<file path="src/rtl/sram_pkg.sv">
package sram_pkg;

    localparam int LANE_W    = 8;
    localparam int LANES     = 2;
    localparam int DATA_W    = LANE_W * LANES;
    localparam int WORD_BITS = 4;
    localparam int PAGE_WORDS = 1 << WORD_BITS;

    typedef enum logic [1:0] {
        MODE_STANDBY = 2'd0,
        MODE_WRITE   = 2'd1,
        MODE_READ    = 2'd2,
        MODE_OUTOFF  = 2'd3
    } sram_mode_e;

endpackage

</file>
<file path="src/rtl/sram_mode_decode.sv">
module sram_mode_decode
    import sram_pkg::*;
(
    input  logic             chip_sel_n,
    input  logic             chip_sel,
    input  logic             out_en_n,
    input  logic             wr_en_n,
    input  logic             hi_byte_n,
    input  logic             lo_byte_n,
    output sram_mode_e       mode,
    output logic [LANES-1:0] lane_sel
);

    logic chip_on;
    logic any_lane;

    assign chip_on  = !chip_sel_n && chip_sel;
    assign any_lane = !(hi_byte_n && lo_byte_n);

    always_comb begin
        mode = MODE_STANDBY;
        if (chip_on && any_lane) begin
            unique casez ({wr_en_n, out_en_n})
                2'b0?:   mode = MODE_WRITE;
                2'b10:   mode = MODE_READ;
                2'b11:   mode = MODE_OUTOFF;
                default: mode = MODE_STANDBY;
            endcase
        end
    end

    assign lane_sel = {!hi_byte_n, !lo_byte_n};

endmodule

</file>
<file path="src/rtl/sram_addr_split.sv">
module sram_addr_split
    import sram_pkg::*;
#(
    parameter int ADDR_W = 19,
    parameter int DEPTH  = 64
) (
    input  logic [ADDR_W-1:0]        addr,
    output logic [$clog2(DEPTH)-1:0] index
);

    localparam int IDX_W   = $clog2(DEPTH);
    localparam int PAGE_W  = ADDR_W - WORD_BITS;
    localparam int KEEP_W  = IDX_W - WORD_BITS;

    logic [WORD_BITS-1:0] word;
    logic [PAGE_W-1:0]    page;

    assign word = addr[WORD_BITS-1:0];
    assign page = addr[ADDR_W-1:WORD_BITS];

    generate
        if (KEEP_W == 0) begin : g_one_page
            logic page_unused;
            assign page_unused = ^page;
            assign index = word;
        end else if (KEEP_W < PAGE_W) begin : g_alias_pages
            logic page_hi_unused;
            assign page_hi_unused = ^page[PAGE_W-1:KEEP_W];
            assign index = {page[KEEP_W-1:0], word};
        end else begin : g_full_pages
            assign index = {page, word};
        end
    endgenerate

endmodule

</file>
<file path="src/rtl/sram_byte_lane.sv">
module sram_byte_lane
    import sram_pkg::*;
#(
    parameter int DEPTH = 64
) (
    input  logic                     clk,
    input  logic                     rst_n,
    input  logic                     wr_stb,
    input  logic [$clog2(DEPTH)-1:0] index,
    input  logic [LANE_W-1:0]        wbyte,
    output logic [LANE_W-1:0]        rbyte
);

    logic [LANE_W-1:0] cells [DEPTH];

    always_ff @(posedge clk or negedge rst_n) begin
        if (!rst_n) begin
            for (int i = 0; i < DEPTH; i++) begin
                cells[i] <= '0;
            end
        end else if (wr_stb) begin
            cells[index] <= wbyte;
        end
    end

    assign rbyte = cells[index];

endmodule

</file>
<file path="src/rtl/sram_dual_enable.sv">
module sram_dual_enable
    import sram_pkg::*;
#(
    parameter int ADDR_W = 19,
    parameter int DEPTH  = 64
) (
    input  logic              clk,
    input  logic              rst_n,
    input  logic              chip_sel_n,
    input  logic              chip_sel,
    input  logic              out_en_n,
    input  logic              wr_en_n,
    input  logic              hi_byte_n,
    input  logic              lo_byte_n,
    input  logic [ADDR_W-1:0] addr,
    input  logic [15:0]       wdata,
    output logic [15:0]       rdata,
    output logic [1:0]        rdata_en
);

    localparam int IDX_W = $clog2(DEPTH);

    sram_mode_e          mode;
    logic [LANES-1:0]    lane_sel;
    logic [IDX_W-1:0]    index;
    logic [DATA_W-1:0]   stored;
    logic [LANES-1:0]    wr_lane;

    sram_mode_decode i_decode (
        .chip_sel_n (chip_sel_n),
        .chip_sel   (chip_sel),
        .out_en_n   (out_en_n),
        .wr_en_n    (wr_en_n),
        .hi_byte_n  (hi_byte_n),
        .lo_byte_n  (lo_byte_n),
        .mode       (mode),
        .lane_sel   (lane_sel)
    );

    sram_addr_split #(
        .ADDR_W (ADDR_W),
        .DEPTH  (DEPTH)
    ) i_split (
        .addr   (addr),
        .index  (index)
    );

    generate
        for (genvar l = 0; l < LANES; l++) begin : g_lane
            assign wr_lane[l] = (mode == MODE_WRITE) && lane_sel[l];

            sram_byte_lane #(
                .DEPTH (DEPTH)
            ) i_lane (
                .clk    (clk),
                .rst_n  (rst_n),
                .wr_stb (wr_lane[l]),
                .index  (index),
                .wbyte  (wdata[l*LANE_W +: LANE_W]),
                .rbyte  (stored[l*LANE_W +: LANE_W])
            );
        end
    endgenerate

    always_comb begin
        rdata_en = '0;
        rdata    = '0;
        unique case (mode)
            MODE_READ: begin
                for (int l = 0; l < LANES; l++) begin
                    rdata_en[l] = lane_sel[l];
                    if (lane_sel[l]) begin
                        rdata[l*LANE_W +: LANE_W] = stored[l*LANE_W +: LANE_W];
                    end
                end
            end
            MODE_WRITE, MODE_OUTOFF, MODE_STANDBY: begin
                rdata_en = '0;
                rdata    = '0;
            end
            default: begin
                rdata_en = '0;
                rdata    = '0;
            end
        endcase
    end

endmodule

</file>
<file path="config.mk">
export PLATFORM = sky130hd
export DESIGN_NAME = sram_dual_enable
export DESIGN_NICKNAME = d
export VERILOG_FILES = /design/src/rtl/sram_pkg.sv /design/src/rtl/sram_mode_decode.sv /design/src/rtl/sram_addr_split.sv /design/src/rtl/sram_byte_lane.sv /design/src/rtl/sram_dual_enable.sv
export SDC_FILE = /design/constraint.sdc
export NUM_CORES = 1
export LEC_CHECK = 0
export BUFFER_PORTS_ARGS = -buffer_cell sky130_fd_sc_hd__buf_2
export CORE_MARGIN = 10
export CORE_UTILIZATION = 30
export CTS_CLUSTER_DIAMETER = 40
export CTS_CLUSTER_SIZE = 28
export DETAILED_ROUTE_END_ITERATION = 7
export HOLD_SLACK_MARGIN = 0.03
export MAX_ROUTING_LAYER = met4
export SYNTH_ARGS = -nofsm -noshare
export SYNTH_HDL_FRONTEND = slang
export SYNTH_HIERARCHICAL = 1
export SYNTH_SLANG_ARGS = --single-unit
</file>
<file path="constraint.sdc">
create_clock -name clk -period 2.8 [get_ports clk]
set_input_delay 0.56 -clock clk [delete_from_list [all_inputs] [get_ports clk]]
set_output_delay 0.56 -clock clk [all_outputs]
set_load 0.005 [all_outputs]
</file>
[Word level (Yosys, flattened, before mapping)]
Cells that the tools add are included.
Word-level totals
  register bits: 1024
  output and inout bits: 18
  input port bits: 43
Operators by class
  $lt $le $gt $ge: 2
  mux-type cells: 16
  equal/unequal tests: 5
  reduce and logical (&&, ||, !) cells: 12
  bitwise logic cells: 2
Operator list (count)
  bitwise mux 512 bit: 2
  binary-select mux 8 bit (select 6 bit): 2
  two-way mux 8 bit: 7
  demux 8 bit (select 6 bit): 1
  case mux 16 bit (2 select lines): 1
  == test 2 bit, second input constant: 4
  >= comparator 7 bit, second input constant: 1
  less-than comparator 7 x 1 -> 1 bit, second input constant: 1
  inverter 6 -> 7 bit: 1
  logical AND 1 bit: 6
  case mux 2 bit (3 select lines): 1
  zero test 1 bit: 4
  case mux 2 bit (2 select lines): 1
  OR reduction 3 bit: 1
  == test 2 x 1 -> 1 bit, second input constant: 1
  zero test 2 bit: 1
  two-way mux 2 bit: 1
  inverter 1 bit: 1

[Depth between registers and ports, before layout]
Gate-level depths: netlist (run 1).
  depth after elaboration: 7
  mapped depth: 13
  depth with buffers taken out: 7

[By module]
The synthesis (run 1) kept the hierarchy.
Modules (own cells, without submodules)
  sram_byte_lane: times used 2, cells an instance 1751, area each 23699.0 um2
  sram_dual_enable: times used 1, cells an instance 24, area each 227.7 um2
  sram_addr_split: times used 1, cells an instance 6, area each 45.0 um2
  sram_mode_decode: times used 1, cells an instance 7, area each 45.0 um2

[Worst setup path before layout (run 1)]
No wires, ideal clock.
  kind: input to output
  start point: in addr[2]
  end point: out rdata[14]
  data arrival time: 2.336 ns
  cell stages on the path: 8
  data required time: 2.240 ns
  slack: -0.096 ns
  buffers on the path: 2
  cells stage by stage: buf_4 buf_6 mux2_4 a221o_1 a22oi_1 o21ai_1 or4_1 and4b_1
On the way
  longest elaborated chain between the ends: 6
RTL lines
  from (decl): RTL line sram_dual_enable.sv:15  | input logic [ADDR_W-1:0] addr,
  inverter 6 -> 7 bit (not written as such): RTL line sram_byte_lane.sv:26  | assign rbyte = cells[index];
  binary-select mux 8 bit (select 6 bit): RTL line sram_byte_lane.sv:26
  two-way mux 8 bit (not written as such) (2 in series): RTL line sram_byte_lane.sv:26
  net stored[14]: RTL line sram_dual_enable.sv:26  | logic [DATA_W-1:0] stored;
  two-way mux 8 bit: RTL line sram_dual_enable.sv:72  | if (lane_sel[l]) begin
  case mux 16 bit (2 select lines): RTL line sram_dual_enable.sv:68  | unique case (mode)
  to (decl): RTL line sram_dual_enable.sv:17  | output logic [15:0] rdata,
The timed path passes the listed nets, and every way through them passes these cells. The select of a mux whose other input is x is not followed.

[Worst setup path after layout (run 1)]
  start point: reg g_lane[1].i_lane/cells[392] (netlist name)
  end point: out rdata[8]
On the way
  longest elaborated chain between the ends: 5
RTL lines
  from (decl): RTL line sram_byte_lane.sv:14  | logic [LANE_W-1:0] cells [DEPTH];
  from (signal, indexed assignment): RTL line sram_byte_lane.sv:22  | cells[index] <= wbyte;
  binary-select mux 8 bit (select 6 bit): RTL line sram_byte_lane.sv:26
  two-way mux 8 bit (not written as such) (2 in series): RTL line sram_byte_lane.sv:26
  net stored[8]: RTL line sram_dual_enable.sv:26
  two-way mux 8 bit: RTL line sram_dual_enable.sv:72
  case mux 16 bit (2 select lines): RTL line sram_dual_enable.sv:68
The timed path passes the listed nets, and every way through them passes these cells. The select of a mux whose other input is x is not followed.

==> impl_metrics.toml, run 1 <==
[floorplan]
core_area_um2 = 158000
die_w_um = 419
top_level_ports = 61
initial_utilization_pct = 30.2
rows = 146
die_h_um = 419
die-area_um2 = 175000

[final_layout]
layout-drive-gt1-share_pct = 57.3
nFillCells = 14800
postLayoutCellArea_um2 = 61800
final_net_count = 4090
largest_register = "g_lane.i_lane/cells"
mostFrequentLayoutCell = "mux2_2"
reg_top3 = "g_lane.i_lane/cells: 1024 flops"
mostFrequentLayoutCells = "mux2_2, dfrtp_1, buf_4, a22oi_1, buf_12"
fin_cells = 6226
largest_register_ffs = 1024
syn_to_final_growth_pct = 29.5

[synth]
synth_cells = 3539
synth-seq-cells = 1024
yosys_warnings = 6
post_synth_num_cell_types = 61
synth_flop_cell = "dfrtp_1"
seq_area_frac_synth_pct = 53.7
async_reset_ff_share_pct = 100
syn-num-nets = 3582
mappedNetlistArea_um2 = 47700
synth_enable_flop_cells = 0
syn_area_per_cell_um2 = 13.5

[setup_path]
crit_chain = "mux4_2 -> nor3b_2 -> a31oi_2 -> nand2_1 -> or4_4 -> and4b_2 -> buf_6"
crit_path_end_kind = "primary output"
crit_path_leading_delay_family = "simple AND/OR/NAND/NOR gates"
timing.rr.start = "g_lane[0].i_lane/cells[19]"
critical_path_cell_count = 7
worstReg2RegEnd = "g_lane[0].i_lane/cells[19]"
crit_arrival_ns = 3.09
worst-endpoint-required_ns = 2.24
cp_slowest_stage_delay_ns = 0.55
start_kind = "flip-flop"
length_in_cells_of_the_worst_reg_to_reg_path = 2
reg2reg_setup_slack_ns = 1.92
cp.buffers_inverters = 1
worst-path-max-fanout = 2
worst-setup-path-type = "reg -> out"
slowest_stage = "or4_4"

[timing]
final_report_hold_violation_count = 0
tns_ns = -9.79
post-route-min-period_ns = 3.65
report.final.slew_viol_count = 0
worst-slew-pin-transition_ns = 0.803
whs_ns = 0.335
timing.fmax_mhz = 274
timing.max_slew.rel_slack_pct = 46.5
fin_crit_sh_pct = 130
setup_repair_after_global_routing_missed_its_margin = "true"
setup_ws_ns = -0.851
final_setup_viols = 16
fin_skew_ns = 0

[clocking]
cts.htree.levels = 3
path_clk_slew_ns = 0.07
clock_sinks = 1024
ctsRootBufferMaster = "clkbuf_16"
clock_tree.buffer_depth = 3
numCtsBuffers = 121
cts_tree = "built"
clock_insertion_delay_at_the_later_pin_of_the_skew_report_ns = 0.72

[place]
dp_hpwl_mm = 102
gp_routability_congestion = 0.902
dpl_cell_area_um2 = 55300
place.port_buffers = 47
dp.cells = 5928

[power]
power-per-cell-area_nw_per_um2 = 569
peakVddDrop_v = 0.000648
total_power_mw = 35.2
static-leakage-power_nw = 28.8

[grt]
antenna_found_initial = 3
largest_net_degree_at_the_start_of_global_routing = 104
met1_usage_pct = 23.2
gr-usage-met2_pct = 27.6
grt_pass1_wl_mm = 229
grt_usage_pct = 17.5
global_route.peak_usage_layer = "met2"
number_of_global_route_vias_before_repair = 34300
grt-ovfl-total = 0
use_met3_pct = 2.52

[detailed_routing]
detailedRoute.firstIterationViolations = 2674
drc = 0
detail_route.vias_per_cell = 5.38
postRouteWirelength_mm = 152
final_antenna_net_count = 0
drt-pass1-iter-count = 5
detailroute.via_count = 33500
drt-wirelength-per-cell_um = 24.5

[flow_run]
drv_cap = 0

[hold_path]
hold_crit_class = "in -> async"

[outcome]
status = "finished with violations"
failed_checks = "negative setup slack"
routing by layer:
metal  part of all wire (%)  vias up
met5                      0        -
li1                       -    14400
met1                     44    17800
met2                     47      955
met3                    5.2      307
met4                    3.4        0
metrics by stage:
step	util [%]	worst slack [ns]
finish	39.1	-0.851
global route	39.1	-0.843
floorplan	-	-0.0658
detailed placement	34.9	-1.14
CTS	38.6	-0.848
global placement	34.9	-1.13
cell usage after synthesis, drive strengths merged (34+ instances only):
cell / n / area [um2]
buf: 168 / 1040
dfrtp: 1024 / 25600
a21oi: 112 / 561
a22oi: 218 / 1640
mux2: 1058 / 11900
mux2i: 66 / 661
clkbuf: 144 / 541
o22ai: 36 / 225
a22o: 34 / 298
nand2: 104 / 510
o21ai: 88 / 440
a221oi: 115 / 1080
nor2: 94 / 568
worst max-delay path by stage:
stage | slack, ns | startpoint | to
3_3_place_gp | -1.13 | addr[0] | rdata[15]
2_1_floorplan | -0.07 | addr[0] | rdata[5]
6_report | -0.85 | g_lane[1].i_lane/cells[392] | rdata[8]
5_1_grt | -0.84 | g_lane[1].i_lane/cells[392] | rdata[8]
4_1_cts | -0.85 | g_lane[1].i_lane/cells[392] | rdata[8]
3_5_place_dp | -1.14 | addr[0] | rdata[15]
where the power goes:
part / internal [mW] / switching [mW]
Combinational: 1.31 / 1.82
Sequential: 15.2 / 0.241
Clock: 9.35 / 7.23
logic make-up (layout without fill, tap and decap cells):
kind of cell    count (synthesis)  in the layout  share of synthesized area, %
buf+inv                       318            929                          3.36
simple gates                  341            344                          4.46
other cells                     0              1                             0
mux                          1156           1156                          27.9
flops                        1024           1024                          53.7
compound gates                700            700                          10.6
area by class of cell:
class	count	area (um2)	area share (%)
clock inverters	95	1110	1.79
diodes	1	2.50	0.00405
clock buffers	134	3180	5.15
well taps	2072	2590	4.20
repair buffers	694	7310	11.8
multi-input cells	2200	21900	35.5
flip-flops and latches	1024	25600	41.5
inverters	6	22.5	0.0365
timing repair:
action / 4_1_cts / 5_1_grt
buffers inserted: 43 / 24
resized for setup: 259 / 113
endpoints found under the setup margin: 16 / 16
hold buffers: 1 / 0
cloned: 6 / 3
pin swaps: 77 / 59
endpoints found under the hold margin: 13 / 0
No activity file was read; power rests on OpenSTA's default activity.
==> run 2: changes to the inputs <==
--- a/config.mk
+++ b/config.mk
@@ -9,7 +9,6 @@
 export CORE_MARGIN = 10
 export CORE_UTILIZATION = 30
 export CTS_CLUSTER_DIAMETER = 40
-export CTS_CLUSTER_SIZE = 28
 export DETAILED_ROUTE_END_ITERATION = 7
 export HOLD_SLACK_MARGIN = 0.03
 export MAX_ROUTING_LAYER = met4
@@ -17,3 +16,4 @@
 export SYNTH_HDL_FRONTEND = slang
 export SYNTH_HIERARCHICAL = 1
 export SYNTH_SLANG_ARGS = --single-unit
+export TNS_END_PERCENT = 5
==> run 2 against run 1 <==
The run still ends with negative setup slack left. Total power is 4.6% higher. Non-clock buffer count shrank 72. Largest cell class unchanged. Sequential cell count did not move. Worst hold slack worse by 0.0068 ns. Combinational power fell by 6.7%. Utilization shrank 0.65 points. Register-to-register slack better by 0.06 ns. Final area fell by 1.7%. First-iteration DRC count is 2.1% higher. Clock power up 11%. Clock-buffer cell count rose by 31.
==> impl_metrics.toml, run 2 (synthesis gave the netlist of run 1 again) <==
[floorplan]
die_h_um = 419
die_w_um = 419
rows = 146
core_area_um2 = 158000
top_level_ports = 61
die-area_um2 = 175000
initial_utilization_pct = 30.2

[grt]
number_of_global_route_vias_before_repair = 34600
largest_net_degree_at_the_start_of_global_routing = 105
antenna_found_initial = 5
grt_usage_pct = 17.3
grt-ovfl-total = 0
grt_pass1_wl_mm = 226

[final_layout]
largest_register = "g_lane.i_lane/cells"
antenna_cells = 0
nFillCells = 15000
syn_to_final_growth_pct = 27.3
final_core_utilization_pct = 38.4
multiInputGateArea_um2 = 21100
reg_top3 = "g_lane.i_lane/cells: 1024 flops"
mostFrequentLayoutCell = "mux2_2"
mostFrequentLayoutCells = "mux2_2, dfrtp_1, buf_4, a22oi_1, buf_12"
layout-drive-gt1-share_pct = 53.2
largest_register_ffs = 1024
register_area_um2 = 25600
final_net_count = 4031
postLayoutCellArea_um2 = 60800

[clocking]
ctsRootBufferMaster = "clkbuf_16"
path_clk_slew_ns = 0.05
cts.htree.levels = 4
numCtsBuffers = 136
clock_insertion_delay_at_the_later_pin_of_the_skew_report_ns = 0.74
cts_tree = "built"
clock_tree.buffer_depth = 3
clock_sinks = 1024

[outcome]
failed_checks = "negative setup slack"
status = "finished with violations"

[timing]
timing.fmax_mhz = 278
setup_repair_after_global_routing_missed_its_margin = "true"
post-route-min-period_ns = 3.60
fin_skew_ns = 0
report.final.slew_viol_count = 0
timing.max_slew.rel_slack_pct = 24.9
setup_ws_ns = -0.796
final_report_hold_violation_count = 0
fin_crit_sh_pct = 128
worst-slew-pin-transition_ns = 1.13
tns_ns = -11.67
final_setup_viols = 16

[detailed_routing]
postRouteWirelength_mm = 149
detail_route.vias_per_cell = 5.36
detailroute.via_count = 33100
drt-pass1-iter-count = 5
drt-wirelength-per-cell_um = 24.2
final_antenna_net_count = 0
detailedRoute.firstIterationViolations = 2731
drc = 0

[setup_path]
crit_arrival_ns = 3.04
length_in_cells_of_the_worst_reg_to_reg_path = 1
reg2reg_setup_slack_ns = 1.98
start_kind = "input port"
crit_path_start = "addr[2]"
crit_path_end_kind = "primary output"
worst-path-max-fanout = 26
worst-endpoint-required_ns = 2.24
timing.rr.start = "g_lane[1].i_lane/cells[267]"
worst-setup-path-type = "in -> out"
worstReg2RegEnd = "g_lane[1].i_lane/cells[267]"

[power]
peakVddDrop_v = 0.000674
power.clock.fraction_pct = 50.0
power-per-cell-area_nw_per_um2 = 606
net-switching-power_mw = 8.98
netSwitchingFraction_pct = 24.4
internal_cell_power_mw = 27.8
power.sequential.fraction_pct = 42.0
combPwrFrac_pct = 7.9
static-leakage-power_nw = 28.5

[place]
dpl_cell_area_um2 = 55200
place.port_buffers = 47
dp_hpwl_mm = 101
dp_slack_ns = -1.11
gp_routability_congestion = 0.878

[flow_run]
drv_cap = 0

[hold_path]
hold_crit_class = "in -> async"
==> run 2: worst max-delay path, cell delays in order <==
cell,delay [ns]
buf_16,0.14
buf_16,0.21
nor2b_4,0.12
buf_12,0.17
a221oi_1,0.32
a211oi_1,0.12
a21oi_1,0.25
nand3_1,0.22
or4_1,0.45
and4b_2,0.28
buf_2,0.14
==> run 2: layout make-up <==
type                       instances  area share, %
sequential                      1024           42.2
multi-input combinational       2198           34.7
clock buffer                     165           6.15
timing repair buffer             622           10.9
tap                             2072           4.27
clock inverter                    82           1.78
inverter                           6         0.0371
==> run 2: metrics by stage <==
stage	hold slack (ns)	total power [mW]	cells
after floorplan	0.264	17.0	3539
after global placement	0.463	18.5	5912
after detailed placement	0.476	18.5	5912
after CTS	0.307	37.1	6169
after global routing	0.360	38.0	6169
final	0.328	36.8	6169
==> run 2: worst max path at each step <==
stage,end
CTS,rdata[8]
finish,rdata[6]
detailed placement,rdata[15]
global placement,rdata[15]
global route,rdata[13]
floorplan,rdata[5]
==> run 2: routing by layer <==
layer | share of wire (%) | vias up | routed length (um) | track usage [%]
met5 | 0 | - | 0 | -
met4 | 3.2 | 0 | 4740 | 5.67
met3 | 5.1 | 279 | 7550 | 2.65
met2 | 47 | 980 | 70800 | 27.3
met1 | 44 | 17500 | 66400 | 22.6
li1 | - | 14300 | - | -
==> run 2: power groups by stage <==
stage / combinational [mW] / clock (mW) / sequential (mW)
2_1_floorplan: 1.37 / 0 / 15.6
3_3_place_gp: 2.78 / 0 / 15.7
3_5_place_dp: 2.81 / 0 / 15.7
4_1_cts: 2.91 / 18.7 / 15.5
5_1_grt: 3.12 / 19.4 / 15.5
6_report: 2.92 / 18.4 / 15.5
==> run 2: timing repair <==
action	4_1_cts	5_1_grt
resized for setup	106	50
pin swaps	22	13
setup endpoints to repair	16	16
hold buffers	1	0
cloned	3	0
setup buffers	7	0
hold endpoints to repair	21	0
